## config.mk

```make
export PLATFORM = sky130hd
export DESIGN_NAME = regmulti_seq
export DESIGN_NICKNAME = d
export VERILOG_FILES = /design/src/rtl/regmulti_seq.sv
export SDC_FILE = /design/constraint.sdc
export NUM_CORES = 1
export LEC_CHECK = 0
export BUFFER_PORTS_ARGS = -buffer_cell sky130_fd_sc_hd__buf_4
export CORE_ASPECT_RATIO = 1.25
export CORE_MARGIN = 2
export CORE_UTILIZATION = 30
export CTS_CLUSTER_DIAMETER = 40
export DETAILED_ROUTE_END_ITERATION = 7
export PLACE_DENSITY_LB_ADDON = 0.25
export SYNTH_ARGS = -nofsm -noshare
export SYNTH_HDL_FRONTEND = slang
export SYNTH_SLANG_ARGS = --single-unit
export TNS_END_PERCENT = 100
```

## constraint.sdc

```tcl
create_clock -name clk -period 7 [get_ports clk]
set_clock_uncertainty 0.2 [all_clocks]
set_input_delay 0.35 -clock clk [delete_from_list [all_inputs] [get_ports clk]]
set_output_delay 0.35 -clock clk [all_outputs]
set_load 0.02 [all_outputs]
```

## src/rtl/regmulti_seq.sv

```systemverilog
module regmulti_seq #(
  parameter int DATA_W     = 32,
  parameter int NREGS      = 8,
  parameter int WORD_BYTES = 4,
  parameter int RIDX_W     = 4,
  parameter int LR_IDX     = 14,
  parameter int SP_IDX     = 13
) (
  input  logic              clk,
  input  logic              rst_n,
  input  logic              start,
  input  logic [15:0]       instr,
  input  logic [DATA_W-1:0] base_in,
  output logic              busy,
  output logic              done,
  output logic              base_wr,
  output logic [RIDX_W-1:0] base_wr_idx,
  output logic [DATA_W-1:0] base_out,
  output logic              mem_req,
  output logic              mem_we,
  output logic [DATA_W-1:0] mem_addr,
  output logic [DATA_W-1:0] mem_wdata,
  input  logic [DATA_W-1:0] mem_rdata,
  input  logic              mem_ready,
  output logic [RIDX_W-1:0] rf_rd_idx,
  input  logic [DATA_W-1:0] rf_rd_data,
  output logic              rf_we,
  output logic [RIDX_W-1:0] rf_wr_idx,
  output logic [DATA_W-1:0] rf_wr_data,
  output logic              pc_load,
  output logic [DATA_W-1:0] pc_value
);
  localparam int SLOT_W = $clog2(NREGS);
  localparam logic [DATA_W-1:0] STEP = DATA_W'(WORD_BYTES);

  typedef enum logic [1:0] {S_IDLE, S_XFER, S_FIN} state_t;

  state_t            st;
  logic              load_q, push_q, xtra_q, moved_q;
  logic [NREGS-1:0]  pend_q;
  logic [DATA_W-1:0] ptr_q;
  logic [RIDX_W-1:0] bidx_q;

  function automatic logic [SLOT_W-1:0] low_slot(input logic [NREGS-1:0] m);
    low_slot = '0;
    for (int i = NREGS - 1; i >= 0; i--)
      if (m[i]) low_slot = SLOT_W'(i);
  endfunction

  function automatic logic [SLOT_W-1:0] high_slot(input logic [NREGS-1:0] m);
    high_slot = '0;
    for (int i = 0; i < NREGS; i++)
      if (m[i]) high_slot = SLOT_W'(i);
  endfunction

  logic is_block, is_stack, accept, dec_push, dec_extra, dec_empty;
  logic [NREGS-1:0] dec_list;
  assign is_block  = instr[15:12] == 4'hC;
  assign is_stack  = instr[15:12] == 4'hB && instr[10:9] == 2'b10;
  assign accept    = start && st == S_IDLE && (is_block || is_stack);
  assign dec_list  = instr[NREGS-1:0];
  assign dec_push  = is_stack && !instr[11];
  assign dec_extra = is_stack && instr[8];
  assign dec_empty = dec_list == '0 && !dec_extra;

  logic any_pend, lr_slot, pc_slot, xfer, last, nxt_xtra;
  logic [SLOT_W-1:0] cur_slot;
  logic [NREGS-1:0]  slot_bit, nxt_pend;
  logic [RIDX_W-1:0] cur_idx;

  assign any_pend = |pend_q;
  assign lr_slot  = push_q && xtra_q;
  assign pc_slot  = !push_q && xtra_q && !any_pend;
  assign cur_slot = push_q ? high_slot(pend_q) : low_slot(pend_q);
  assign slot_bit = NREGS'(1) << cur_slot;
  assign cur_idx  = lr_slot ? RIDX_W'(LR_IDX) : RIDX_W'(cur_slot);
  assign nxt_pend = (lr_slot || pc_slot) ? pend_q : (pend_q & ~slot_bit);
  assign nxt_xtra = (lr_slot || pc_slot) ? 1'b0 : xtra_q;
  assign last     = nxt_pend == '0 && !nxt_xtra;

  assign busy       = st != S_IDLE;
  assign mem_req    = st == S_XFER;
  assign xfer       = mem_req && mem_ready;
  assign mem_we     = !load_q;
  assign mem_addr   = push_q ? ptr_q - STEP : ptr_q;
  assign rf_rd_idx  = cur_idx;
  assign mem_wdata  = rf_rd_data;
  assign rf_we      = xfer && load_q && !pc_slot;
  assign rf_wr_idx  = cur_idx;
  assign rf_wr_data = mem_rdata;
  assign pc_load    = xfer && pc_slot;
  assign pc_value   = mem_rdata;
  assign done       = st == S_FIN;
  assign base_wr    = done && moved_q;
  assign base_out   = ptr_q;
  assign base_wr_idx = bidx_q;

  always_ff @(posedge clk or negedge rst_n) begin
    if (!rst_n) begin
      st      <= S_IDLE;
      load_q  <= 1'b0;
      push_q  <= 1'b0;
      xtra_q  <= 1'b0;
      moved_q <= 1'b0;
      pend_q  <= '0;
      ptr_q   <= '0;
      bidx_q  <= '0;
    end else begin
      case (st)
        S_IDLE: if (accept) begin
          load_q  <= instr[11];
          push_q  <= dec_push;
          xtra_q  <= dec_extra;
          pend_q  <= dec_list;
          ptr_q   <= base_in;
          bidx_q  <= is_block ? RIDX_W'(instr[10:8]) : RIDX_W'(SP_IDX);
          moved_q <= !dec_empty;
          st      <= dec_empty ? S_FIN : S_XFER;
        end
        S_XFER: if (xfer) begin
          ptr_q  <= push_q ? ptr_q - STEP : ptr_q + STEP;
          pend_q <= nxt_pend;
          xtra_q <= nxt_xtra;
          if (last) st <= S_FIN;
        end
        default: st <= S_IDLE;
      endcase
    end
  end


  stall_hold_chk: assert property (@(posedge clk) disable iff (!rst_n)
    mem_req && !mem_ready |=> mem_req && $stable(mem_addr) && $stable(mem_we) && $stable(rf_rd_idx));


  ascend_step_chk: assert property (@(posedge clk) disable iff (!rst_n)
    xfer && !push_q && !last |=> mem_req && mem_addr == $past(mem_addr) + STEP);


  descend_step_chk: assert property (@(posedge clk) disable iff (!rst_n)
    xfer && push_q && !last |=> mem_req && mem_addr == $past(mem_addr) - STEP);


  done_pulse_chk: assert property (@(posedge clk) disable iff (!rst_n)
    done |=> !done && !busy);


  done_after_last_chk: assert property (@(posedge clk) disable iff (!rst_n)
    xfer && last |=> done && base_wr);


  empty_fast_chk: assert property (@(posedge clk) disable iff (!rst_n)
    accept && dec_empty |=> done && !base_wr && !mem_req);


  busy_ignore_chk: assert property (@(posedge clk) disable iff (!rst_n)
    busy && start |=> $stable(load_q) && $stable(push_q) && $stable(bidx_q));


  pc_only_pop_chk: assert property (@(posedge clk) disable iff (!rst_n)
    pc_load |-> load_q && !push_q && !rf_we);
endmodule

```

-- After elaboration in Yosys (flattened, before gate mapping)
Index checks and enable logic that the tools add are counted.
W data, S select, Z words.
- register bits: 50
- output and inout port bits: 179
- input bits: 116
- word-level logic and storage cells: 91
- equality and inequality tests: 8
- reduce and logical (&&, ||, !) cells: 34
- add/sub/neg operators: 2
- bitwise operators: 2
- shifts and indexed selects: 1
- muxes and demuxes: 36
- operators by type and width (kind ; count):
    $mux W32 ; 4
    $pmux W32 S2 ; 1
    $mux W3 ; 14
    $add A32 B3 Y32 const B ; 1
    $sub A32 B3 Y32 const B ; 1
    $mux W8 ; 3
    $logic_not A8 Y1 ; 2
    $pmux W8 S2 ; 1
    $logic_and A1 B1 Y1 ; 15
    $mux W2 ; 5
    $and A8 B8 Y8 ; 1
    $eq A4 B4 Y1 const B ; 2
    $logic_not A1 Y1 ; 8
    $mux W4 ; 2
    $not A8 Y8 ; 1
    $reduce_or A8 Y1 ; 1
    $shl A1 B3 Y8 const A ; 1
    $reduce_and A3 Y1 ; 2
    $eq A2 B2 Y1 const B ; 2
    $mux W1 ; 4
    $ne A2 B1 Y1 const B ; 2
    $pmux W2 S2 ; 1
    $reduce_bool A2 Y1 ; 2
    $eq A2 B1 Y1 const B ; 1
    other kinds (5) ; 6

-- Longest topological paths before layout
Gate-level depths: netlist of run 1.
- depth in word-level cells: 18
- mapped depth: 9
- mapped depth without buffers: 9

-- Least setup slack after synthesis of run 1
OpenSTA, ideal clock, no wires.
- path kind: reg2out
- from: register ptr_q[20], in the netlist base_out[20]
- to: output port mem_addr[26]
- data arrival time: 2482 ps
- cell stages (with the launch flop): 7
- path slack: 3968 ps
- path through: dfrtp_1 > buf_6 > or4_4 > or3_4 > or3_4 > nor3_4 > xor2_1
- longest elaborated chain between the ends: 2
- RTL lines (item ; line ; text):
    from (decl) ; 41 ; logic [DATA_W-1:0] ptr_q;
    from (signal assigned) ; 115 ; ptr_q <= base_in;
    from (signal assigned) ; 121 ; ptr_q <= push_q ? ptr_q - STEP : ptr_q + STEP;
    $sub A32 B3 Y32 ; 85 ; assign mem_addr = push_q ? ptr_q - STEP : ptr_q;
    $mux W32 ; 85 ;
    to (decl) ; 21 ; output logic [DATA_W-1:0] mem_addr,
Every way passes these cells.

-- Worst setup path after layout of run 1
- from: register push_q
- to: output port mem_addr[25]
- longest elaborated chain between the ends: 1
- RTL lines (item ; line ; text):
    from (decl) ; 39 ; logic load_q, push_q, xtra_q, moved_q;
    from (signal assigned) ; 112 ; push_q <= dec_push;
    $mux W32 ; 85 ;
Every way passes these cells.

==> results.md, run 1 <==
- P_sw: 1.34 mW
- Sink Count: 50
- Sw frac: 0.529
- CP dominant cell by count: buf_4
- CP startpoint: push_q
- GRT busiest layer: met2
- Syn. warnings: 0
- Clock Pin Slew Worst Setup and Hold Paths: 0.07 ns
- Die ar.: 16800 sq um
- Worst path arrival time: 2.92 ns
- Vias in the first global route: 4389
- Adder-cell area share of the yosys netlist: 0.0106
- Syn Nets: 744
- Worst Tran Pin Value: 1.15 ns
- Initial antenna violation count: 0
- Status: finished clean
- Crit. End Element: output port
- GR Layer Usage met3: 0.0461
- Fin Setup TNS: 0 ns
- Placed Area: 5090 sq um
- Root buffer cell: clkbuf_16
- CTS H-tree lvls: 2
- PwrDens: 484 nW/um^2
- Clk Latency, worst-skew pair: 0.30 ns
- Worst Hold Class: in2reg
- Worst path slowest cell: or3_1
- Setup bufs post-CTS: 0
- Final Util: 0.338
- CP top delay family: simple AND/OR/NAND/NOR gates
- Crit path time final: 3.47 ns
- Crit path required time: 6.45 ns
- Power share of the combinational group: 0.632
- Post-route ant nets: 0
- Die H: 144 um
- Routed wire length: 16400 um
- Starting density of the core: 0.304
- Main combinational cell family by area after synthesis: simple AND/OR/NAND/NOR gates
- Core footprint: 15500 sq um
- Vias/cell: 5.37
- Asr flop ratio synth: 1.00
- Number of remaining DRC errors: 0
- Number of CTS-inserted buffers: 5
- Leak: 2.23 nW
- Max Fclk: 0.288 GHz
- Fin crit share: 0.496
- Max IR drop VDD: 180 uV
- Grt met2 use: 0.329
- 1st-pass router iterations: 4
- Flop pwr share: 0.270
- Place WS: 3.55 ns
- Synth cell types: 62
- Area Overhead vs Synth: 10.9%
- Row cnt: 51
- Buf/Inv on CP: 2
- Overall Power: 2.54 mW
- CTS tree: yes
- DRT iter0 DRCs: 256
- Max-cap violations: 0
- Mapped Cells: 624
- Register bit total from synthesis: 50
- Unrepaired setup endpoints after global routing: false
- First-pass GRT wire length: 24800 um
- Hold Violations, Final: 0
- # IOs: 295
- Die X: 116 um
- Mux cell area share after synthesis: 0.00239
- Port-buffer cells: 134
- Simple-gate share of the synthesized area: 0.253
- Post-DR wirelength/cell: 19.6 um
- Total congestion overflow: 0
- Nets@finish: 748
- Pins Over Slew Limit: 0
- CP Launch Type: register
- Cell chain of the critical path: buf_4 > nor4b_2 > nand4_1 > or3_1 > nor4_1 > xor2_1 > buf_4
- GP Congestion: 0.851
- Cell area after layout: 5240 sq um
- Inserted Diodes: 0
- Final setup margin: 3.53 ns
- Clk pwr share: 0.098
- Predominant post-synthesis flop cell: dfrtp_1
- CP Max Fanout: 26
- Largest net degree at the start of global routing: 54
- Slew headroom: 0.235
- # setup viols final: 0
- Post-synth EDFFs: 0
- Hpwl dp: 12500 um
- XOR/XNOR share of the synthesized area: 0.0519
- M1 GR Usage: 0.223
- Worst hold start: base_in[1]
- Share of cells above drive strength 1: 0.260
- Max clock buf depth: 2
- Worst path max stage delay: 0.48 ns
- Worst R2R Start: st[1]
- Avg Cell Area, Syn: 7.57 sq um
- Mapped Area: 4720 sq um
- Critical setup path kind: reg2out
- Vias: 4509
- Gr usage total: 0.193
- Seq/Total Area, Yosys: 0.265
- CTS resizes: 0
- Compound-cell area share of the yosys netlist: 0.210
- Int Pwr: 1.19 mW
## state kept, by name, summed over array words and instances, names as in the netlist
name         count
pend_q           8
load_q           1
st               2
base_wr_idx      4
xtra_q           1
moved_q          1
push_q           1
base_out        32
## final timing paths
| check | end | slack (ns) | cells after the start |
|---|---|---|---|
| max | mem_addr[25] | 3.53 | 7 |
| min | base_out[1] | 0.05 | 3 |
| max reg2reg | base_out[12] | 3.63 | 7 |
| min reg2reg | base_wr_idx[2] | 0.28 | 2 |
| max in group asynchronous | base_wr_idx[2] | 5.64 | 2 |
| min in group asynchronous | base_out[21] | 0.46 | 2 |
## power groups by stage
| stage | Sequential (mW) | Clock (mW) | Combinational, mW |
|---|---|---|---|
| after floorplan | 0.665 | 0 | 1.08 |
| after global placement | 0.678 | 0 | 1.62 |
| after detailed placement | 0.685 | 0 | 1.62 |
| after CTS | 0.679 | 0.257 | 1.62 |
| after global routing | 0.717 | 0.266 | 1.75 |
| final | 0.686 | 0.248 | 1.60 |
## placed cells by master (no fill, tap or decap), types with 5 or more instances in the layout
master	count
nand4_1	10
clkbuf_16	5
o21a_1	6
dfrtp_1	50
o211ai_1	8
xor2_1	12
a22o_1	6
o21ai_0	33
a21oi_1	41
nand3_1	14
nor2b_1	8
xnor2_1	16
nor4_1	8
buf_4	139
inv_1	10
a31oi_1	14
or3_1	10
and3_1	7
nor2_1	56
nand2_1	68
or4_1	7
o22ai_1	13
nor3_1	15
nand2b_1	5
## final cells by class
type	instances	area, sq um
Sequential cell	50	1250
Fill cell	1689	10300
Tap cell	212	265
Clock buffer	7	133
Timing Repair Buffer	140	1050
Inverter	11	41.3
Multi-Input combinational cell	420	2490
## repair_timing
action / CTS / global route
setup endpoints to repair: 0 / 0
hold buffers: 1 / 0
hold endpoints to repair: 50 / 0
## stage by stage
step                cells  hold WS (ns)
floorplan             624        -0.146
global placement      832         0.258
detailed placement    832         0.268
CTS                   840        0.0408
global route          840        0.0490
finish                840        0.0450
## cell usage after synthesis (10+ instances only)
| cell type | count | share of area |
|---|---|---|
| o21ai_0 | 33 | 0.035 |
| xnor2_1 | 16 | 0.030 |
| clkbuf_1 | 30 | 0.024 |
| or3_1 | 10 | 0.013 |
| nor2_1 | 57 | 0.045 |
| nand4_1 | 10 | 0.013 |
| dfrtp_1 | 50 | 0.27 |
| inv_1 | 10 | 0.0080 |
| nand3_1 | 14 | 0.015 |
| o22ai_1 | 13 | 0.017 |
| a21oi_1 | 41 | 0.043 |
| xor2_1 | 12 | 0.022 |
| buf_4 | 103 | 0.16 |
| nor3_1 | 15 | 0.016 |
| a31oi_1 | 14 | 0.019 |
| nand2_1 | 68 | 0.054 |
## cell families after synthesis
family,count (synthesis)
AND/OR/NAND/NOR,233
AO/OA/AOI/OAI,154
buffers and inverters,154
flip-flops,50
XOR/XNOR,28
adder cells (fa/ha/maj),4
multiplexers,1
## worst reg2reg max path: stages, from the launching register on
cell and delay, ns:
dfrtp_1 0.36, nand2b_1 0.88, inv_2 0.43, and2_0 0.45, nor2_2 0.21, buf_4 0.36
a21oi_1 0.07, o2bb2a_1 0.30
## metal layers
layer | routed length, um | vias to the layer above
met5 | 0 | -
met2 | 8100 | 240
li1 | - | 2093
met3 | 1450 | 72
met4 | 833 | 0
met1 | 6070 | 2104
Power figures use the tool's default switching activity.
==> run 2, diff against run 1 <==
- clock period: 7 -> 3.56 ns (I/O delays scaled with it)
==> run 2 against run 1 <==
Against the previous run:
- combinational power grew 100%
- register-to-register slack lost 2.9 ns
- hold slack lost 0.038 ns
- utilization grew 2.5 points
- sequential share of layout area shrank 1.6 points
- critical endpoint is now mem_addr[22]
- largest cell class unchanged
==> results.md, run 2 (same netlist as run 1, synthesis figures left out) <==
- Gr usage total: 0.197
- Vias in the first global route: 4447
- Max clock buf depth: 2
- Status: finished clean
- Unrepaired setup endpoints after global routing: false
- Reg2reg end: base_out[26]
- Worst hold start: base_in[7]
- GP Congestion: 0.861
- Fin crit share: 0.906
- First-pass GRT wire length: 25300 um
- Share of cells above drive strength 1: 0.263
- CP dominant cell by count: buf_4
- # setup viols final: 0
- Max FFs per register: 32
- Area Overhead vs Synth: 19.0%
- Row cnt: 51
- Pins Over Slew Limit: 0
- Hold Path Depth: 3
- Fillcell total: 1635
- Worst path slowest cell: or4_1
- Hpwl dp: 12900 um
- Crit path required time: 3.18 ns
- Core footprint: 15500 sq um
- Overall Power: 5.12 mW
- CTS Hold Bufs: 29
- Worst reg2reg path depth: 7
- Hold Violations, Final: 0
- Routed wire length: 16900 um
- Cell area after layout: 5620 sq um
- Clock Pin Slew Worst Setup and Hold Paths: 0.07 ns
- Vias: 4630
- Root buffer cell: clkbuf_16
- Number of CTS-inserted buffers: 5
- CTS H-tree lvls: 2
- Crit path time final: 3.23 ns
- Initial antenna violation count: 0
- DRT iter0 DRCs: 265
- Slew headroom: 0.497
- Commonest non-fill, non-tap cell in the layout: buf_4
- Critical setup path kind: reg2out
- CP Max Fanout: 6
- Reg2reg setup slack: 0.69 ns
- Die X: 116 um
- Nets@finish: 785
- Worst R2R Start: base_out[20]
- Worst Tran Pin Value: 0.755 ns
- Port-buffer cells: 134
- Largest net degree at the start of global routing: 72
- Post-DR wirelength/cell: 19.2 um
- Sink Count: 50
- Leak: 2.41 nW
- Placed Area: 5160 sq um
- 1st-pass router iterations: 8
- Commonest non-fill, non-tap cells in the layout: 148 x buf_4, 68 x nand2_1, 56 x nor2_1
- Max-cap violations: 0
- PwrDens: 912 nW/um^2
- Number of remaining DRC errors: 0
- Cell chain of the critical path: inv_1 > ha_1 > nand3b_1 > buf_4 > nand2b_1 > or4_1 > or3_1 > xnor2_1 > buf_4
- Setup bufs post-CTS: 0
- Max Fclk: 0.310 GHz
- Final Util: 0.362
- Fin Setup TNS: 0 ns
- CTS resizes: 0
- # IOs: 295
- Final hold slack: 0.00719 ns
- Max IR drop VDD: 427 uV
- Crit. End Element: output port
- Post-route ant nets: 0
- CTS tree: yes
- CP Launch Type: register
- Total congestion overflow: 0
- Worst path max stage delay: 0.59 ns
- Hold Path End: base_out[7]
- Inserted Diodes: 0
- Worst Hold Class: in2reg
- Worst path arrival time: 2.85 ns
- Clk Latency, worst-skew pair: 0.30 ns
- Die ar.: 16800 sq um
- Starting density of the core: 0.304
- Die H: 144 um
- Vias/cell: 5.27
[run 2: changes by cell type in the layout (fill, tap and decap cells not counted), sizes merged]
cell         change
dlygate4sd3     +28
buf              +9
clkbuf           +1
[run 2: routing by layer]
metal  GRT usage  vias up  wire (um)
met2       0.356      210       8730
li1            -     2168          -
met3      0.0407       57       1190
met5           0        -          0
met1       0.223     2195       6390
met4      0.0840        0        583
[run 2: area by class of cell]
cell class,instances,area [sq um],share of cell area
multi-input combinational,420,2490,0.444
tap,212,265,0.0472
inverter,11,41.3,0.00735
clock buffer,8,166,0.0296
timing repair buffer,177,1400,0.249
sequential,50,1250,0.223
[run 2: critical path, delay by kind of cell (launching register included)]
| kind | cells | cell delay [ns] |
|---|---|---|
| AND/OR/NAND/NOR | 4 | 1.25 |
| buffers and inverters | 3 | 0.48 |
| flip-flops | 1 | 0.45 |
| adder cells (fa/ha/maj) | 1 | 0.21 |
| XOR/XNOR | 1 | 0.16 |
[run 2: worst max-delay path by stage]
stage | from | to | slack [ns] | cells after the start
finish | base_out[2] | mem_addr[22] | 0.33 | 9
global route | base_out[2] | mem_addr[22] | 0.14 | 9
CTS | base_out[2] | mem_addr[22] | 0.31 | 9
detailed placement | base_out[2] | mem_addr[22] | 0.64 | 9
global placement | base_out[2] | mem_addr[22] | 0.67 | 9
floorplan | base_out[20] | mem_addr[26] | 0.70 | 6
[run 2: power breakdown]
part	switching [mW]	internal (mW)	total [mW]
Sequential	0.523	0.820	1.34
Combinational	1.92	1.31	3.23
Clock	0.231	0.319	0.551
Total	2.68	2.45	5.12
[run 2: metrics by stage]
stage                     setup slack, ns  instances
after detailed placement            0.637        841
after global placement              0.670        841
final                               0.334        878
after global routing                0.142        878
after floorplan                     0.700        624
after CTS                           0.312        878
